[config.mk]
export PLATFORM = sky130hd
export DESIGN_NAME = cal_sequencer
export DESIGN_NICKNAME = d
export VERILOG_FILES = /design/src/rtl/cal_seq_pkg.sv /design/src/rtl/cal_sync.sv /design/src/rtl/cal_req_qual.sv /design/src/rtl/cal_timer.sv /design/src/rtl/cal_sequencer.sv
export SDC_FILE = /design/constraint.sdc
export NUM_CORES = 1
export LEC_CHECK = 0
export BUFFER_PORTS_ARGS = -buffer_cell sky130_fd_sc_hd__buf_2
export CAP_MARGIN = 20
export CORE_AREA = 2 2 73 75
export DETAILED_ROUTE_END_ITERATION = 8
export DIE_AREA = 0 0 75 77
export PLACE_DENSITY = 0.61
export SETUP_SLACK_MARGIN = 0.15
export SLEW_MARGIN = 25
export SYNTH_ARGS = -nofsm -noshare
export SYNTH_HDL_FRONTEND = slang
export SYNTH_HIERARCHICAL = 1
export SYNTH_SLANG_ARGS = --single-unit
[constraint.sdc]
create_clock -name clk -period 4.2 [get_ports clk]
set_input_delay 0.63 -clock clk [delete_from_list [all_inputs] [get_ports clk]]
set_output_delay 0.63 -clock clk [all_outputs]
set_load 0.05 [all_outputs]
[src/rtl/cal_seq_pkg.sv]
package cal_seq_pkg;
   typedef enum logic {
      SEQ_IDLE = 1'b0,
      SEQ_RUN  = 1'b1
   } seq_state_e;
endpackage

[src/rtl/cal_sync.sv]
module cal_sync #(
   parameter int STAGES = 2
) (
   input  logic clk,
   input  logic rst_n,
   input  logic din,
   output logic dout
);
   logic [STAGES-1:0] chain;

   generate
      if (STAGES < 2) begin : g_bad_depth
         $error("cal_sync: STAGES must be at least 2");
      end
      for (genvar i = 0; i < STAGES; i++) begin : g_stage
         if (i == 0) begin : g_first
            always_ff @(posedge clk) begin
               if (!rst_n) chain[0] <= 1'b0;
               else        chain[0] <= din;
            end
         end else begin : g_next
            always_ff @(posedge clk) begin
               if (!rst_n) chain[i] <= 1'b0;
               else        chain[i] <= chain[i-1];
            end
         end
      end
   endgenerate

   assign dout = chain[STAGES-1];
endmodule

[src/rtl/cal_req_qual.sv]
module cal_req_qual #(
   parameter int MIN_HIGH = 4
) (
   input  logic clk,
   input  logic rst_n,
   input  logic req_i,
   output logic trig_o
);
   localparam int HW = $clog2(MIN_HIGH + 1);

   logic          req_d;
   logic          rise;
   logic [HW-1:0] hcnt;

   generate
      if (MIN_HIGH < 2) begin : g_bad_min
         $error("cal_req_qual: MIN_HIGH must be at least 2");
      end
   endgenerate

   assign rise = req_i & ~req_d;

   always_ff @(posedge clk) begin
      if (!rst_n) begin
         req_d  <= 1'b0;
         hcnt   <= '0;
         trig_o <= 1'b0;
      end else begin
         req_d  <= req_i;
         trig_o <= req_i && !rise && (hcnt == HW'(MIN_HIGH - 1));
         if (rise)
            hcnt <= HW'(1);
         else if (!req_i)
            hcnt <= '0;
         else if (hcnt != '0 && hcnt != HW'(MIN_HIGH))
            hcnt <= hcnt + 1'b1;
      end
   end


   single_trig_chk: assert property (@(posedge clk) disable iff (!rst_n)
      trig_o |=> !trig_o);


   trig_needs_level_chk: assert property (@(posedge clk) disable iff (!rst_n)
      trig_o |-> $past(req_i));
endmodule

[src/rtl/cal_timer.sv]
module cal_timer
   import cal_seq_pkg::*;
#(
   parameter int CAL_CYCLES = 17400,
   parameter int COEF_WORDS = 16,
   parameter bit COEF_EN    = 1'b1
) (
   input  logic                          clk,
   input  logic                          rst_n,
   input  logic                          trig_i,
   output logic                          cal_done_o,
   output logic                          conv_en_o,
   output logic                          coef_we_o,
   output logic [$clog2(COEF_WORDS)-1:0] coef_addr_o
);
   localparam int CW   = $clog2(CAL_CYCLES + 1);
   localparam int SLOT = CAL_CYCLES / COEF_WORDS;
   localparam int SW   = $clog2(SLOT + 1);
   localparam int AW   = $clog2(COEF_WORDS);
   localparam int WCW  = AW + 1;

   seq_state_e     state;
   logic [CW-1:0]  cnt;
   logic [SW-1:0]  scnt;
   logic [WCW-1:0] waddr;
   logic           last;
   logic           slot_hit;

   generate
      if (CAL_CYCLES < 2) begin : g_bad_len
         $error("cal_timer: CAL_CYCLES must be at least 2");
      end
      if (COEF_WORDS < 2 || SLOT < 1) begin : g_bad_words
         $error("cal_timer: COEF_WORDS must be in 2..CAL_CYCLES");
      end
   endgenerate

   assign last     = (cnt == CW'(CAL_CYCLES - 1));
   assign slot_hit = (state == SEQ_RUN) && (scnt == SW'(SLOT - 1))
                     && (waddr < WCW'(COEF_WORDS));

   always_ff @(posedge clk) begin
      if (!rst_n) begin
         state <= SEQ_IDLE;
         cnt   <= '0;
         scnt  <= '0;
         waddr <= '0;
      end else begin
         case (state)
            SEQ_IDLE: begin
               if (trig_i) begin
                  state <= SEQ_RUN;
                  cnt   <= '0;
                  scnt  <= '0;
                  waddr <= '0;
               end
            end
            SEQ_RUN: begin
               if (last) state <= SEQ_IDLE;
               else      cnt   <= cnt + 1'b1;
               if (slot_hit) begin
                  scnt  <= '0;
                  waddr <= waddr + 1'b1;
               end else begin
                  scnt <= scnt + 1'b1;
               end
            end
            default: state <= SEQ_IDLE;
         endcase
      end
   end

   assign cal_done_o = (state == SEQ_IDLE);
   assign conv_en_o  = (state == SEQ_IDLE);

   generate
      if (COEF_EN) begin : g_hook
         assign coef_we_o   = slot_hit;
         assign coef_addr_o = waddr[AW-1:0];
      end else begin : g_no_hook
         assign coef_we_o   = 1'b0;
         assign coef_addr_o = '0;
      end
   endgenerate


   fall_after_trig_chk: assert property (@(posedge clk) disable iff (!rst_n)
      $fell(cal_done_o) |-> $past(trig_i));


   accept_chk: assert property (@(posedge clk) disable iff (!rst_n)
      (cal_done_o && trig_i) |=> !cal_done_o);


   no_restart_chk: assert property (@(posedge clk) disable iff (!rst_n)
      (!cal_done_o && !last) |=> (!cal_done_o && cnt == $past(cnt) + 1'b1));


   busy_len_chk: assert property (@(posedge clk) disable iff (!rst_n)
      $rose(cal_done_o) |-> $past(cnt) == CW'(CAL_CYCLES - 1));


   coef_busy_chk: assert property (@(posedge clk) disable iff (!rst_n)
      coef_we_o |-> !cal_done_o);


   addr_restart_chk: assert property (@(posedge clk) disable iff (!rst_n)
      $fell(cal_done_o) |-> waddr == '0);
endmodule

[src/rtl/cal_sequencer.sv]
module cal_sequencer #(
   parameter int CAL_CYCLES  = 17400,
   parameter int MIN_HIGH    = 4,
   parameter int SYNC_STAGES = 2,
   parameter int COEF_WORDS  = 16,
   parameter bit COEF_EN     = 1'b1
) (
   input  logic                          clk,
   input  logic                          rst_n,
   input  logic                          cal_start,
   output logic                          cal_done,
   output logic                          conv_en,
   output logic                          coef_we,
   output logic [$clog2(COEF_WORDS)-1:0] coef_addr
);
   logic req_sync;
   logic trig;

   cal_sync #(.STAGES(SYNC_STAGES)) u_sync (
      .clk  (clk),
      .rst_n(rst_n),
      .din  (cal_start),
      .dout (req_sync)
   );

   cal_req_qual #(.MIN_HIGH(MIN_HIGH)) u_qual (
      .clk   (clk),
      .rst_n (rst_n),
      .req_i (req_sync),
      .trig_o(trig)
   );

   cal_timer #(
      .CAL_CYCLES(CAL_CYCLES),
      .COEF_WORDS(COEF_WORDS),
      .COEF_EN   (COEF_EN)
   ) u_timer (
      .clk        (clk),
      .rst_n      (rst_n),
      .trig_i     (trig),
      .cal_done_o (cal_done),
      .conv_en_o  (conv_en),
      .coef_we_o  (coef_we),
      .coef_addr_o(coef_addr)
   );


   conv_gate_chk: assert property (@(posedge clk) disable iff (!rst_n)
      coef_we |-> !conv_en);
endmodule

==> impl_metrics.py <==
metrics = {
    "critical_path": {
        "critPathSlowestCell": "dfxtp_1",
        "critPathMaxFanout": 24,
        "worstPathBufferInverterCount": 2,
        "cp_top_family": "flip-flops",
        "cp_slowest_stage_delay_ns": 0.85,
        "crit_chain": "nand4_1, inv_1, buf_2",
        "startpoint_type": "flop",
        "critPathRequiredTime_ns": 3.57,
        "worst-setup-path-type": "flop to primary output",
        "timing.critical_path.arrival_ns": 1.87,
        "cp-end-kind": "primary output",
    },
    "yosys": {
        "syn_area_per_cell_um2": 8.64,
        "netlist_instances": 226,
        "ys.warnings.count": 6,
        "synth_top_area_cell": "dfxtp_1",
        "syn-num-nets": 236,
        "ys_async_sr_fraction_pct": 0,
        "ys_seq_area_share_pct": 40.0,
        "synth-seq-cells": 39,
        "synth-edff-count": 0,
        "ys_dominant_reg_cell": "dfxtp_1",
        "synthesis.area_um2": 1950,
        "synth_area_leaders": "dfxtp_1 (40%), nand2_1 (4.8%), ha_1 (4.5%)",
        "synth_cell_types": 48,
        "yosysTopAreaCellShare_pct": 40.0,
    },
    "sta": {
        "fin_tns_setup_ns": 0,
        "worst_pin_slew_ns": 0.802,
        "grt_setup_unrepaired": "false",
        "fin_worst_skew_ns": 0.00734,
        "finalCriticalPeriod_ns": 2.50,
        "fin_crit_sh_pct": 59.5,
        "hold_violations": 0,
        "slew_headroom_pct": 46.4,
        "finalMaxSlewViolations": 0,
        "max_freq_mhz": 400,
        "setup_violations": 0,
    },
    "drt": {
        "drt_wl_total_mm": 3.96,
        "routedWlPerCell_um": 13.1,
        "ant_nets": 0,
        "drc": 0,
        "vias": 1602,
        "drt-vias-per-instance": 5.30,
        "drtIter0Drc": 122,
        "drtPass1Iterations": 5,
    },
    "pwr": {
        "power_frac_seq_pct": 60.7,
        "p_per_area_nw_per_um2": 291,
        "ir_drop_mv": 0.130,
        "power.switching_uw": 127,
        "sw_frac_of_total_pct": 20.8,
        "internal_power_uw": 485,
        "combPwrFrac_pct": 1.9,
        "p_clk_share_pct": 37.4,
        "leakagePower_nw": 0.782,
        "power.total_uw": 612,
    },
    "clock_network": {
        "numCtsBuffers": 5,
        "clk_latency_ns": 0.29,
        "clk_pin_slew_ns": 0.07,
        "clockRootBuffer": "clkbuf_8",
        "cts.sinks": 39,
        "clockBufferDepth": 2,
        "htreeDepth": 2,
        "post_cts_buffers": 0,
        "cts_resized": 0,
        "ctsHoldBuffers": 0,
        "cts_tree": "done",
    },
    "finish": {
        "drive_gt1_share_pct": 10.8,
        "mostFrequentLayoutCells": "dfxtp_1 (39), nand2_1 (25), nand3_1 (16)",
        "final_common_cell": "dfxtp_1",
        "final_util_pct": 42.3,
        "diodes": 0,
        "fin_nets": 243,
        "area_growth_pct": 7.69,
    },
    "place": {
        "gp_congestion": 0.831,
        "hpwl_mm": 2.81,
        "numPortBuffers": 9,
    },
    "global_routing": {
        "grt_max_degree": 25,
        "overflow": 0,
        "antenna_found_initial": 0,
        "grt_pass1_vias": 1487,
        "grt_usage_pct": 15.2,
        "grt_pass1_wl_mm": 6.89,
    },
    "floorplanning": {
        "die-area_um2": 5780,
        "num_io_pins": 10,
        "die_x_um": 75,
        "start_util_pct": 39.2,
        "coreArea_um2": 4980,
        "die_y_um": 77,
        "rows": 26,
    },
    "flow_run": {
        "cap_violations": 0,
    },
    "run_status": {
        "status": "finished, final reports clean",
    },
    "min_path": {
        "hold_path.class": "flop to flop",
    },
}
==> cells by family (layout without fill, tap and decap cells) <==
kind of cell	count (synthesis)	after routing	synth area share (%)
buffers and inverters	18	24	4.55
adder cells (fa/ha/maj)	7	7	4.48
flip-flops	39	39	40.0
XOR/XNOR	13	13	5.83
AO/OA/AOI/OAI	36	36	11.7
multiplexers	5	5	2.63
AND/OR/NAND/NOR	108	108	30.9
==> worst reg2reg max path, delay by kind of cell (launching register included) <==
| family | cells | cell delay (ns) |
|---|---|---|
| compound gates | 1 | 0.37 |
| buf+inv | 1 | 0.25 |
| flops | 1 | 0.85 |
| simple gates | 2 | 0.62 |
==> power by group through the flow <==
stage | Combinational (mW) | Sequential, mW | Clock (mW)
finish | 0.0115 | 0.372 | 0.229
global placement | 0.0113 | 0.380 | 0
floorplan | 0.00705 | 0.380 | 0
detailed placement | 0.0113 | 0.380 | 0
CTS | 0.0114 | 0.372 | 0.241
global route | 0.0129 | 0.372 | 0.252
==> area by class of cell <==
type | instances | area, um2
timing repair buffer | 9 | 45.0
tap | 70 | 87.6
clock buffer | 6 | 72.6
sequential | 39 | 781
fill | 493 | 2870
inverter | 9 | 33.8
multi-input combinational | 169 | 1080
==> metal layers <==
layer  up-vias  global-route usage, %  share of wire (%)
met4         0                   5.71                1.9
met2        31                   21.5                 43
li1        822                      -                  -
met5         -                      0                  0
met3        10                   4.47                3.9
met1       739                   21.5                 51
==> flip-flops by register name, indices dropped and copies added (netlist names) <==
signal and flops:
u_timer/waddr 5, u_qual/req_d 1, u_timer/scnt 11, u_sync/dout 1, u_sync/chain 1, u_timer/cnt 15
u_timer/state 1, u_qual/hcnt 3, u_qual/trig_o 1
==> final timing paths <==
kind,slack [ns],depth (start not counted),end,start
max,1.70,3,coef_we,u_timer/state
min,0.43,1,u_sync/dout,u_sync/chain[0]
max reg2reg,2.06,4,u_timer/cnt[3],u_timer/state
min reg2reg,0.43,1,u_sync/dout,u_sync/chain[0]
==> synthesized netlist by cell type, types with 2 or more instances <==
| cell | n |
|---|---|
| or3_1 | 6 |
| xor2_1 | 9 |
| nor3_1 | 4 |
| nand3b_1 | 2 |
| o21ai_0 | 10 |
| buf_4 | 5 |
| mux2i_1 | 4 |
| inv_1 | 8 |
| nor4_1 | 5 |
| nand2_1 | 25 |
| clkbuf_1 | 2 |
| o31ai_1 | 2 |
| o211a_1 | 2 |
| and4_1 | 2 |
| and3_1 | 5 |
| dfxtp_1 | 39 |
| o211ai_1 | 3 |
| buf_2 | 2 |
| ha_1 | 7 |
| a21o_1 | 2 |
| a21oi_1 | 10 |
| nand3_1 | 16 |
| and2_1 | 4 |
| nand4_1 | 12 |
| nor2_1 | 12 |
| xnor2_1 | 4 |
| nand2b_1 | 3 |
==> stage by stage <==
stage          worst slack [ns]  cell area [um2]  hold WS [ns]  instances
2_1_floorplan              2.26             1950         0.412        226
3_3_place_gp               2.07             2030         0.414        296
3_5_place_dp               2.04             2030         0.419        296
4_1_cts                    1.72             2100         0.435        302
5_1_grt                    1.54             2100         0.446        302
6_report                   1.70             2100         0.434        302
(Power assumes the default switching activity.)
